--- src/rtl/sdv_pkg.sv ---
package sdv_pkg;
  localparam int WORD_W    = 8;
  localparam int NUM_WORDS = 8;
  localparam int NUM_OPT   = WORD_W;
  localparam int SEL_W     = $clog2(NUM_OPT);
  localparam int TOT_W     = $clog2(NUM_WORDS * (1 << WORD_W) + 1);

  typedef enum logic [1:0] {ST_IDLE, ST_EVAL, ST_SEND} enc_state_e;
  typedef enum logic [1:0] {PH_ID, PH_RAW, PH_ZERO, PH_TERM} ser_phase_e;
endpackage

--- src/rtl/sdv_optlen.sv ---
// Coded length of the whole block for one fixed split point.
module sdv_optlen #(
  parameter int WORD_W    = 8,
  parameter int NUM_WORDS = 8,
  parameter int SPLIT     = 0,
  parameter int TOT_W     = 12
) (
  input  logic [NUM_WORDS*WORD_W-1:0] words_i,
  output logic [TOT_W-1:0]            total_o
);
  always_comb begin
    total_o = '0;
    for (int k = 0; k < NUM_WORDS; k++) begin
      total_o = total_o + TOT_W'(SPLIT)
              + TOT_W'(words_i[k*WORD_W +: WORD_W] >> SPLIT) + TOT_W'(1);
    end
  end
endmodule

--- src/rtl/sdv_argmin.sv ---
// Smallest option sum; strict compare keeps the lower index on ties.
module sdv_argmin #(
  parameter int NUM_OPT = 8,
  parameter int TOT_W   = 12,
  parameter int SEL_W   = 3
) (
  input  logic [NUM_OPT-1:0][TOT_W-1:0] totals_i,
  output logic [SEL_W-1:0]              sel_o,
  output logic [TOT_W-1:0]              min_o
);
  always_comb begin
    sel_o = '0;
    min_o = totals_i[0];
    for (int i = 1; i < NUM_OPT; i++) begin
      if (totals_i[i] < min_o) begin
        min_o = totals_i[i];
        sel_o = SEL_W'(i);
      end
    end
  end
endmodule

--- src/rtl/sdv_serializer.sv ---
// Emits identifier, then per word: raw low field, zero run, closing one.
module sdv_serializer
  import sdv_pkg::*;
#(
  parameter int WORD_W    = 8,
  parameter int NUM_WORDS = 8,
  parameter int SEL_W     = 3,
  localparam int IDX_W    = $clog2(NUM_WORDS),
  localparam int CNT_W    = WORD_W
) (
  input  logic                        clk,
  input  logic                        rst_n,
  input  logic                        load_i,
  input  logic [SEL_W-1:0]            split_i,
  input  logic [NUM_WORDS*WORD_W-1:0] words_i,
  input  logic                        ready_i,
  output logic                        valid_o,
  output logic                        bit_o,
  output logic                        last_o
);
  ser_phase_e       phase_q, phase_d, ent_phase;
  logic             active_q, active_d;
  logic [CNT_W-1:0] cnt_q, cnt_d, ent_cnt;
  logic [IDX_W-1:0] idx_q, idx_d, ent_idx;
  logic [WORD_W-1:0] cur_word, ent_word, cur_run, ent_run;
  logic [SEL_W-1:0] id_code;
  logic             fire;

  assign cur_word = words_i[idx_q*WORD_W +: WORD_W];
  assign cur_run  = cur_word >> split_i;
  assign ent_idx  = (phase_q == PH_ID) ? '0 : idx_q + 1'b1;
  assign ent_word = words_i[ent_idx*WORD_W +: WORD_W];
  assign ent_run  = ent_word >> split_i;
  assign id_code  = split_i + 1'b1;
  assign fire     = active_q & ready_i;
  assign valid_o  = active_q;
  assign last_o   = active_q && (phase_q == PH_TERM) &&
                    (idx_q == IDX_W'(NUM_WORDS - 1));

  always_comb begin
    unique case (phase_q)
      PH_ID:   bit_o = id_code[cnt_q[SEL_W-1:0]];
      PH_RAW:  bit_o = cur_word[cnt_q[SEL_W-1:0]];
      PH_ZERO: bit_o = 1'b0;
      default: bit_o = 1'b1;
    endcase
  end

  // Entry point of the next word to be coded.
  always_comb begin
    if (split_i != '0) begin
      ent_phase = PH_RAW;
      ent_cnt   = CNT_W'(split_i) - 1'b1;
    end else if (ent_run != '0) begin
      ent_phase = PH_ZERO;
      ent_cnt   = ent_run - 1'b1;
    end else begin
      ent_phase = PH_TERM;
      ent_cnt   = '0;
    end
  end

  always_comb begin
    active_d = active_q;
    phase_d  = phase_q;
    cnt_d    = cnt_q;
    idx_d    = idx_q;
    if (load_i) begin
      active_d = 1'b1;
      phase_d  = PH_ID;
      cnt_d    = CNT_W'(SEL_W - 1);
      idx_d    = '0;
    end else if (fire) begin
      unique case (phase_q)
        PH_ID: begin
          if (cnt_q == '0) begin
            phase_d = ent_phase;
            cnt_d   = ent_cnt;
            idx_d   = ent_idx;
          end else begin
            cnt_d = cnt_q - 1'b1;
          end
        end
        PH_RAW: begin
          if (cnt_q != '0) begin
            cnt_d = cnt_q - 1'b1;
          end else if (cur_run != '0) begin
            phase_d = PH_ZERO;
            cnt_d   = cur_run - 1'b1;
          end else begin
            phase_d = PH_TERM;
          end
        end
        PH_ZERO: begin
          if (cnt_q == '0) phase_d = PH_TERM;
          else             cnt_d   = cnt_q - 1'b1;
        end
        default: begin
          if (last_o) begin
            active_d = 1'b0;
          end else begin
            phase_d = ent_phase;
            cnt_d   = ent_cnt;
            idx_d   = ent_idx;
          end
        end
      endcase
    end
  end

  always_ff @(posedge clk or negedge rst_n) begin
    if (!rst_n) begin
      active_q <= 1'b0;
      phase_q  <= PH_ID;
      cnt_q    <= '0;
      idx_q    <= '0;
    end else begin
      active_q <= active_d;
      phase_q  <= phase_d;
      cnt_q    <= cnt_d;
      idx_q    <= idx_d;
    end
  end
endmodule

--- src/rtl/sdv_split_encoder.sv ---
module sdv_split_encoder
  import sdv_pkg::*;
#(
  parameter int WORD_W    = sdv_pkg::WORD_W,
  parameter int NUM_WORDS = sdv_pkg::NUM_WORDS,
  localparam int NUM_OPT  = WORD_W,
  localparam int SEL_W    = $clog2(NUM_OPT),
  localparam int TOT_W    = $clog2(NUM_WORDS * (1 << WORD_W) + 1),
  localparam int BLK_W    = NUM_WORDS * WORD_W
) (
  input  logic             clk,
  input  logic             rst_n,
  input  logic             start_i,
  input  logic [BLK_W-1:0] words_i,
  input  logic             out_ready_i,
  output logic             out_valid_o,
  output logic             out_bit_o,
  output logic             done_o,
  output logic [SEL_W-1:0] best_b_o,
  output logic [TOT_W-1:0] best_total_o
);
  logic rst_meta_q, rst_sync_n;

  always_ff @(posedge clk or negedge rst_n) begin
    if (!rst_n) begin
      rst_meta_q <= 1'b0;
      rst_sync_n <= 1'b0;
    end else begin
      rst_meta_q <= 1'b1;
      rst_sync_n <= rst_meta_q;
    end
  end

  enc_state_e state_q, state_d;
  logic [BLK_W-1:0] words_q;
  logic [SEL_W-1:0] best_b_q, sel_b;
  logic [TOT_W-1:0] best_total_q, sel_total;
  logic [NUM_OPT-1:0][TOT_W-1:0] tot_all;
  logic load_en, latch_en, ser_last;

  for (genvar g = 0; g < NUM_OPT; g++) begin : g_opt
    sdv_optlen #(
      .WORD_W(WORD_W), .NUM_WORDS(NUM_WORDS), .SPLIT(g), .TOT_W(TOT_W)
    ) u_len (
      .words_i(words_q),
      .total_o(tot_all[g])
    );
  end

  sdv_argmin #(.NUM_OPT(NUM_OPT), .TOT_W(TOT_W), .SEL_W(SEL_W)) u_min (
    .totals_i(tot_all),
    .sel_o   (sel_b),
    .min_o   (sel_total)
  );

  sdv_serializer #(.WORD_W(WORD_W), .NUM_WORDS(NUM_WORDS), .SEL_W(SEL_W)) u_ser (
    .clk    (clk),
    .rst_n  (rst_sync_n),
    .load_i (latch_en),
    .split_i(best_b_q),
    .words_i(words_q),
    .ready_i(out_ready_i),
    .valid_o(out_valid_o),
    .bit_o  (out_bit_o),
    .last_o (ser_last)
  );

  assign load_en  = (state_q == ST_IDLE) && start_i;
  assign latch_en = (state_q == ST_EVAL);
  assign done_o   = ser_last && out_ready_i;

  always_comb begin
    state_d = state_q;
    unique case (state_q)
      ST_IDLE: if (start_i) state_d = ST_EVAL;
      ST_EVAL: state_d = ST_SEND;
      default: if (done_o) state_d = ST_IDLE;
    endcase
  end

  always_ff @(posedge clk or negedge rst_sync_n) begin
    if (!rst_sync_n) begin
      state_q      <= ST_IDLE;
      best_b_q     <= '0;
      best_total_q <= '0;
    end else begin
      state_q <= state_d;
      if (latch_en) begin
        best_b_q     <= sel_b;
        best_total_q <= sel_total;
      end
    end
  end

  always_ff @(posedge clk) begin
    if (load_en) words_q <= words_i;
  end

  assign best_b_o     = best_b_q;
  assign best_total_o = best_total_q;
endmodule

--- config.mk ---
export PLATFORM = sky130hd
export DESIGN_NAME = sdv_split_encoder
export DESIGN_NICKNAME = d
export VERILOG_FILES = /design/src/rtl/sdv_pkg.sv /design/src/rtl/sdv_optlen.sv /design/src/rtl/sdv_argmin.sv /design/src/rtl/sdv_serializer.sv /design/src/rtl/sdv_split_encoder.sv
export SDC_FILE = /design/constraint.sdc
export NUM_CORES = 1
export LEC_CHECK = 0
export BUFFER_PORTS_ARGS = -buffer_cell sky130_fd_sc_hd__buf_2
export CORE_UTILIZATION = 40
export DETAILED_ROUTE_END_ITERATION = 6
export PLACE_DENSITY = 0.67
export SLEW_MARGIN = 20
export SYNTH_ARGS = -nofsm -noshare
export SYNTH_HDL_FRONTEND = slang
export SYNTH_SLANG_ARGS = --single-unit
--- constraint.sdc ---
create_clock -name clk -period 3.9 [get_ports clk]
set_input_delay 0.195 -clock clk [delete_from_list [all_inputs] [get_ports clk]]
set_output_delay 0.195 -clock clk [all_outputs]
set_load 0.02 [all_outputs]
==> out/summary.txt <==
=================================================================================
Skew final                                                                11.1 ps
Max Cap Violations                                                              0
Final worst slack                                                       -11180 ps
Cts bufs inserted                                                               9
Depth of the most critical reg-to-reg path                                     77
Largest delay share family, worst path                               compound AO/OA/AOI/OAI gates
Critical path launch point type                                         flip-flop
Overall die area                                                       0.0390 mm2
Via count of the first global-routing pass                                  14300
Total number of placement rows                                                 71
Leakage power                                                           0.0102 uW
Io pins                                                                        86
Number of buffer cells added on primary ports                                  85
Cell count after synthesis                                                   1549
Floorplan die height                                                       197 um
Detailed router's first-iteration violation count                             994
Leading cell types in the layout, fill and taps excluded             464 x sky130_fd_sc_hd__buf_4, 279 x sky130_fd_sc_hd__inv_1, 184 x sky130_fd_sc_hd__fa_1, 132 x sky130_fd_sc_hd__ha_1, 100 x sky130_fd_sc_hd__nand2_1
Average cell area after synthesis                                        9.87 um2
Setup tns final                                                        -112230 ps
FILL cells                                                                   3088
Router iterations before antenna repair                                         6
Power density of the placed cells                                     1040 mW/mm2
Share of the synthesized area in the top cell type                          24.4%
Final Hold Viols                                                                0
Critical path data required time                                          4150 ps
Clk root buf                                                         sky130_fd_sc_hd__clkbuf_16
Placeable core area                                                    0.0377 mm2
Synthesis warning total                                                         0
Sequential share of the synthesized area                                    18.0%
Wire length of the first global-routing pass                              74.2 mm
Max Transition Viols Final                                                      0
Area delta synth->final                                                     40.8%
Largest fanout of any net on the critical path                                  7
Clk buf depth                                                                   2
Clock slew seen by the registers of the worst setup and hold paths          80 ps
Top area cells in the synthesized netlist                            sky130_fd_sc_hd__fa_1 24%, sky130_fd_sc_hd__ha_1 13%, sky130_fd_sc_hd__edfxtp_1 13%
Insertion delay to the later sink of the worst-skew pair                   370 ps
Number of synthesized register bits                                            97
Number of setup violations in the final report                                 19
Initial standard-cell utilization of the core                               40.6%
Peak ir drop on the vdd network                                        0.000856 V
Routed wire length                                                        48.5 mm
Crit path largest cell delay                                               570 ps
Half-perimeter wire length after detailed placement                       38.7 mm
Actual slew at the worst max-slew pin                                      885 ps
Die X-Extent                                                               197 um
Max Freq                                                                 66.3 MHz
Buffers plus inverters on the worst setup path                                  5
Endpoint type of the worst setup path                                   flip-flop
Dominant register cell in the synthesized netlist                    sky130_fd_sc_hd__edfxtp_1
Worst-case hold slack                                                     7.00 ps
Congestion Overflow GR                                                          0
Layout net count                                                             2516
Status                                                               finished, violations left
TritonCTS clock tree                                                        built
Largest area contributor in the synthesized netlist                  sky130_fd_sc_hd__fa_1
Slew margin rel.                                                            41.0%
Number of H-tree levels                                                         3
Cells after DPL                                                              2515
Crit Path Class                                                           reg2reg
Clock Sinks                                                                    97
Leading cell type in the layout, fill and taps excluded              sky130_fd_sc_hd__buf_4
Violations in the final reports                                      negative setup slack
Final estimated routing congestion in global placement                      0.937
Final worst-path cycle share                                                 387%
N_diodes                                                                        0
Antenna violations before repair                                                1
Overall via count from detail_route                                         13800
Logic depth of the worst setup path including buffers                          77
Maximum number of pins on one net before global-route repair                   66
Arr. time, crit path                                                     15330 ps
Hold Crit Depth                                                                 1
Wire length per cell                                                      18.5 um
Non-filler cells, final                                                      2619
Post-synth EDFFs                                                               64
Critical-path top delay cell                                         sky130_fd_sc_hd__fa_1
Minimum clock period                                                     15080 ps
RSZ-0062 raised after global routing                                         true
Total standard cell area after synthesis                               0.0153 mm2
Total routing resource utilization after global routing                     24.4%
Number of unique standard cell types used by synthesis                         93
Share of layout cells above drive strength 1                                39.0%
Asr flop ratio synth                                                        34.0%
Vias per cell                                                                5.26
Number of nets with antenna violations after routing                            0
Worst hold path type                                                       in2reg
DRC viols                                                                       0
=================================================================================
through the flow:
step / instance area [um2] / setup WS, ps / total power [uW] / util (%)
3_5_place_dp: 19600 / -11560 / 17300 / 51.9
3_3_place_gp: 19600 / -11150 / 16900 / 51.9
4_1_cts: 20700 / -11090 / 20400 / 55.0
2_1_floorplan: 15600 / -11190 / 11000 / -
6_report: 21500 / -11180 / 22400 / 57.1
5_1_grt: 21500 / -12010 / 24100 / 57.1
metal layers:
layer | up-vias | share of wire (%) | wire (um) | track usage (%)
met2 | 487 | 49 | 23800 | 41.4
li1 | 6372 | - | - | -
met5 | - | 0.027 | 13 | 0
met3 | 84 | 6.0 | 2880 | 3.12
met1 | 6829 | 43 | 20700 | 32.7
met4 | 2 | 2.2 | 1070 | 6.29
timing repair:
action                                  CTS  global route
pin swaps                                78           100
gates resized for setup                  85           115
hold buffers                              8             1
setup buffers                            58            27
endpoints found under the setup margin   19            19
cloned                                    0             2
endpoints found under the hold margin     9             1
synthesized netlist by cell type (all sizes together) (4+ instances only):
cell type  count
o211a          5
a31oi          9
nand3         26
mux2i         48
nor2          82
o21a          16
xnor2         49
mux2          10
a22oi          5
o31ai          5
a211oi         6
edfxtp        64
a22o           5
o21ai         61
inv          287
nor4           8
nand2b        10
or2            7
nor2b         14
mux4          35
a2111oi        4
a211o          4
and3           4
and2           9
a221o          6
dfrtp         33
nand2        110
nor3          18
buf            9
nand4          5
ha           159
o221ai         7
clkbuf        29
a21oi         92
a21o          20
nor3b          4
o22ai         11
fa           186
o311ai         4
xor2          30
o211ai         9
o21bai         6
power breakdown:
group / switching, uW / internal [uW]
Combinational: 9780 / 10400
Sequential: 153 / 1210
Clock: 445 / 443
flip-flops by register name, summed over array words and instances (netlist names):
register       cells
u_ser.valid_o      1
best_total_o      12
u_ser.idx_q        3
rst_meta_q         1
best_b_o           3
u_ser.phase_q      2
rst_sync_n         1
state_q            2
u_ser.cnt_q        8
words_q           64
kinds of logic (layout without fill, tap and decap cells):
logic type | Yosys count | after routing | share of synthesized area (%)
mux | 93 | 93 | 9.09
flops | 97 | 97 | 18.0
other cells | 1 | 3 | 0.0245
simple gates | 307 | 307 | 9.45
buf+inv | 326 | 883 | 8.03
xor+xnor | 79 | 79 | 4.58
fa+ha+maj | 348 | 348 | 37.6
compound gates | 298 | 298 | 13.3
worst reg2reg max path, delay by kind of cell, from the launching register on:
kind	cells	cell delay [ps]
compound gates	34	6160
xor+xnor	2	330
fa+ha+maj	14	4520
buf+inv	5	530
flops	1	440
mux	6	1220
simple gates	16	1770
path summary, 6_finish.rpt:
| kind | start | slack, ps | endpoint |
|---|---|---|---|
| min reg2reg | rst_sync_n | 220 | best_total_o[11] |
| min in group asynchronous | rst_n | 140 | rst_sync_n |
| min | words_i[42] | 7 | words_q[42] |
| max | words_q[1] | -11180 | best_total_o[4] |
| max reg2reg | words_q[1] | -11180 | best_total_o[4] |
| max in group asynchronous | rst_sync_n | 3000 | u_ser.phase_q[0] |
area by class of cell:
type	count	area (um2)	area share, %
well taps	511	639	2.97
inverters	288	1080	5.02
clock inverters	6	50.0	0.233
repair buffers	579	4290	20.0
clock buffers	10	229	1.06
flip-flops and latches	97	2750	12.8
multi-input cells	1128	12500	58.0
Note: power is estimated with default switching activity, not from simulation.
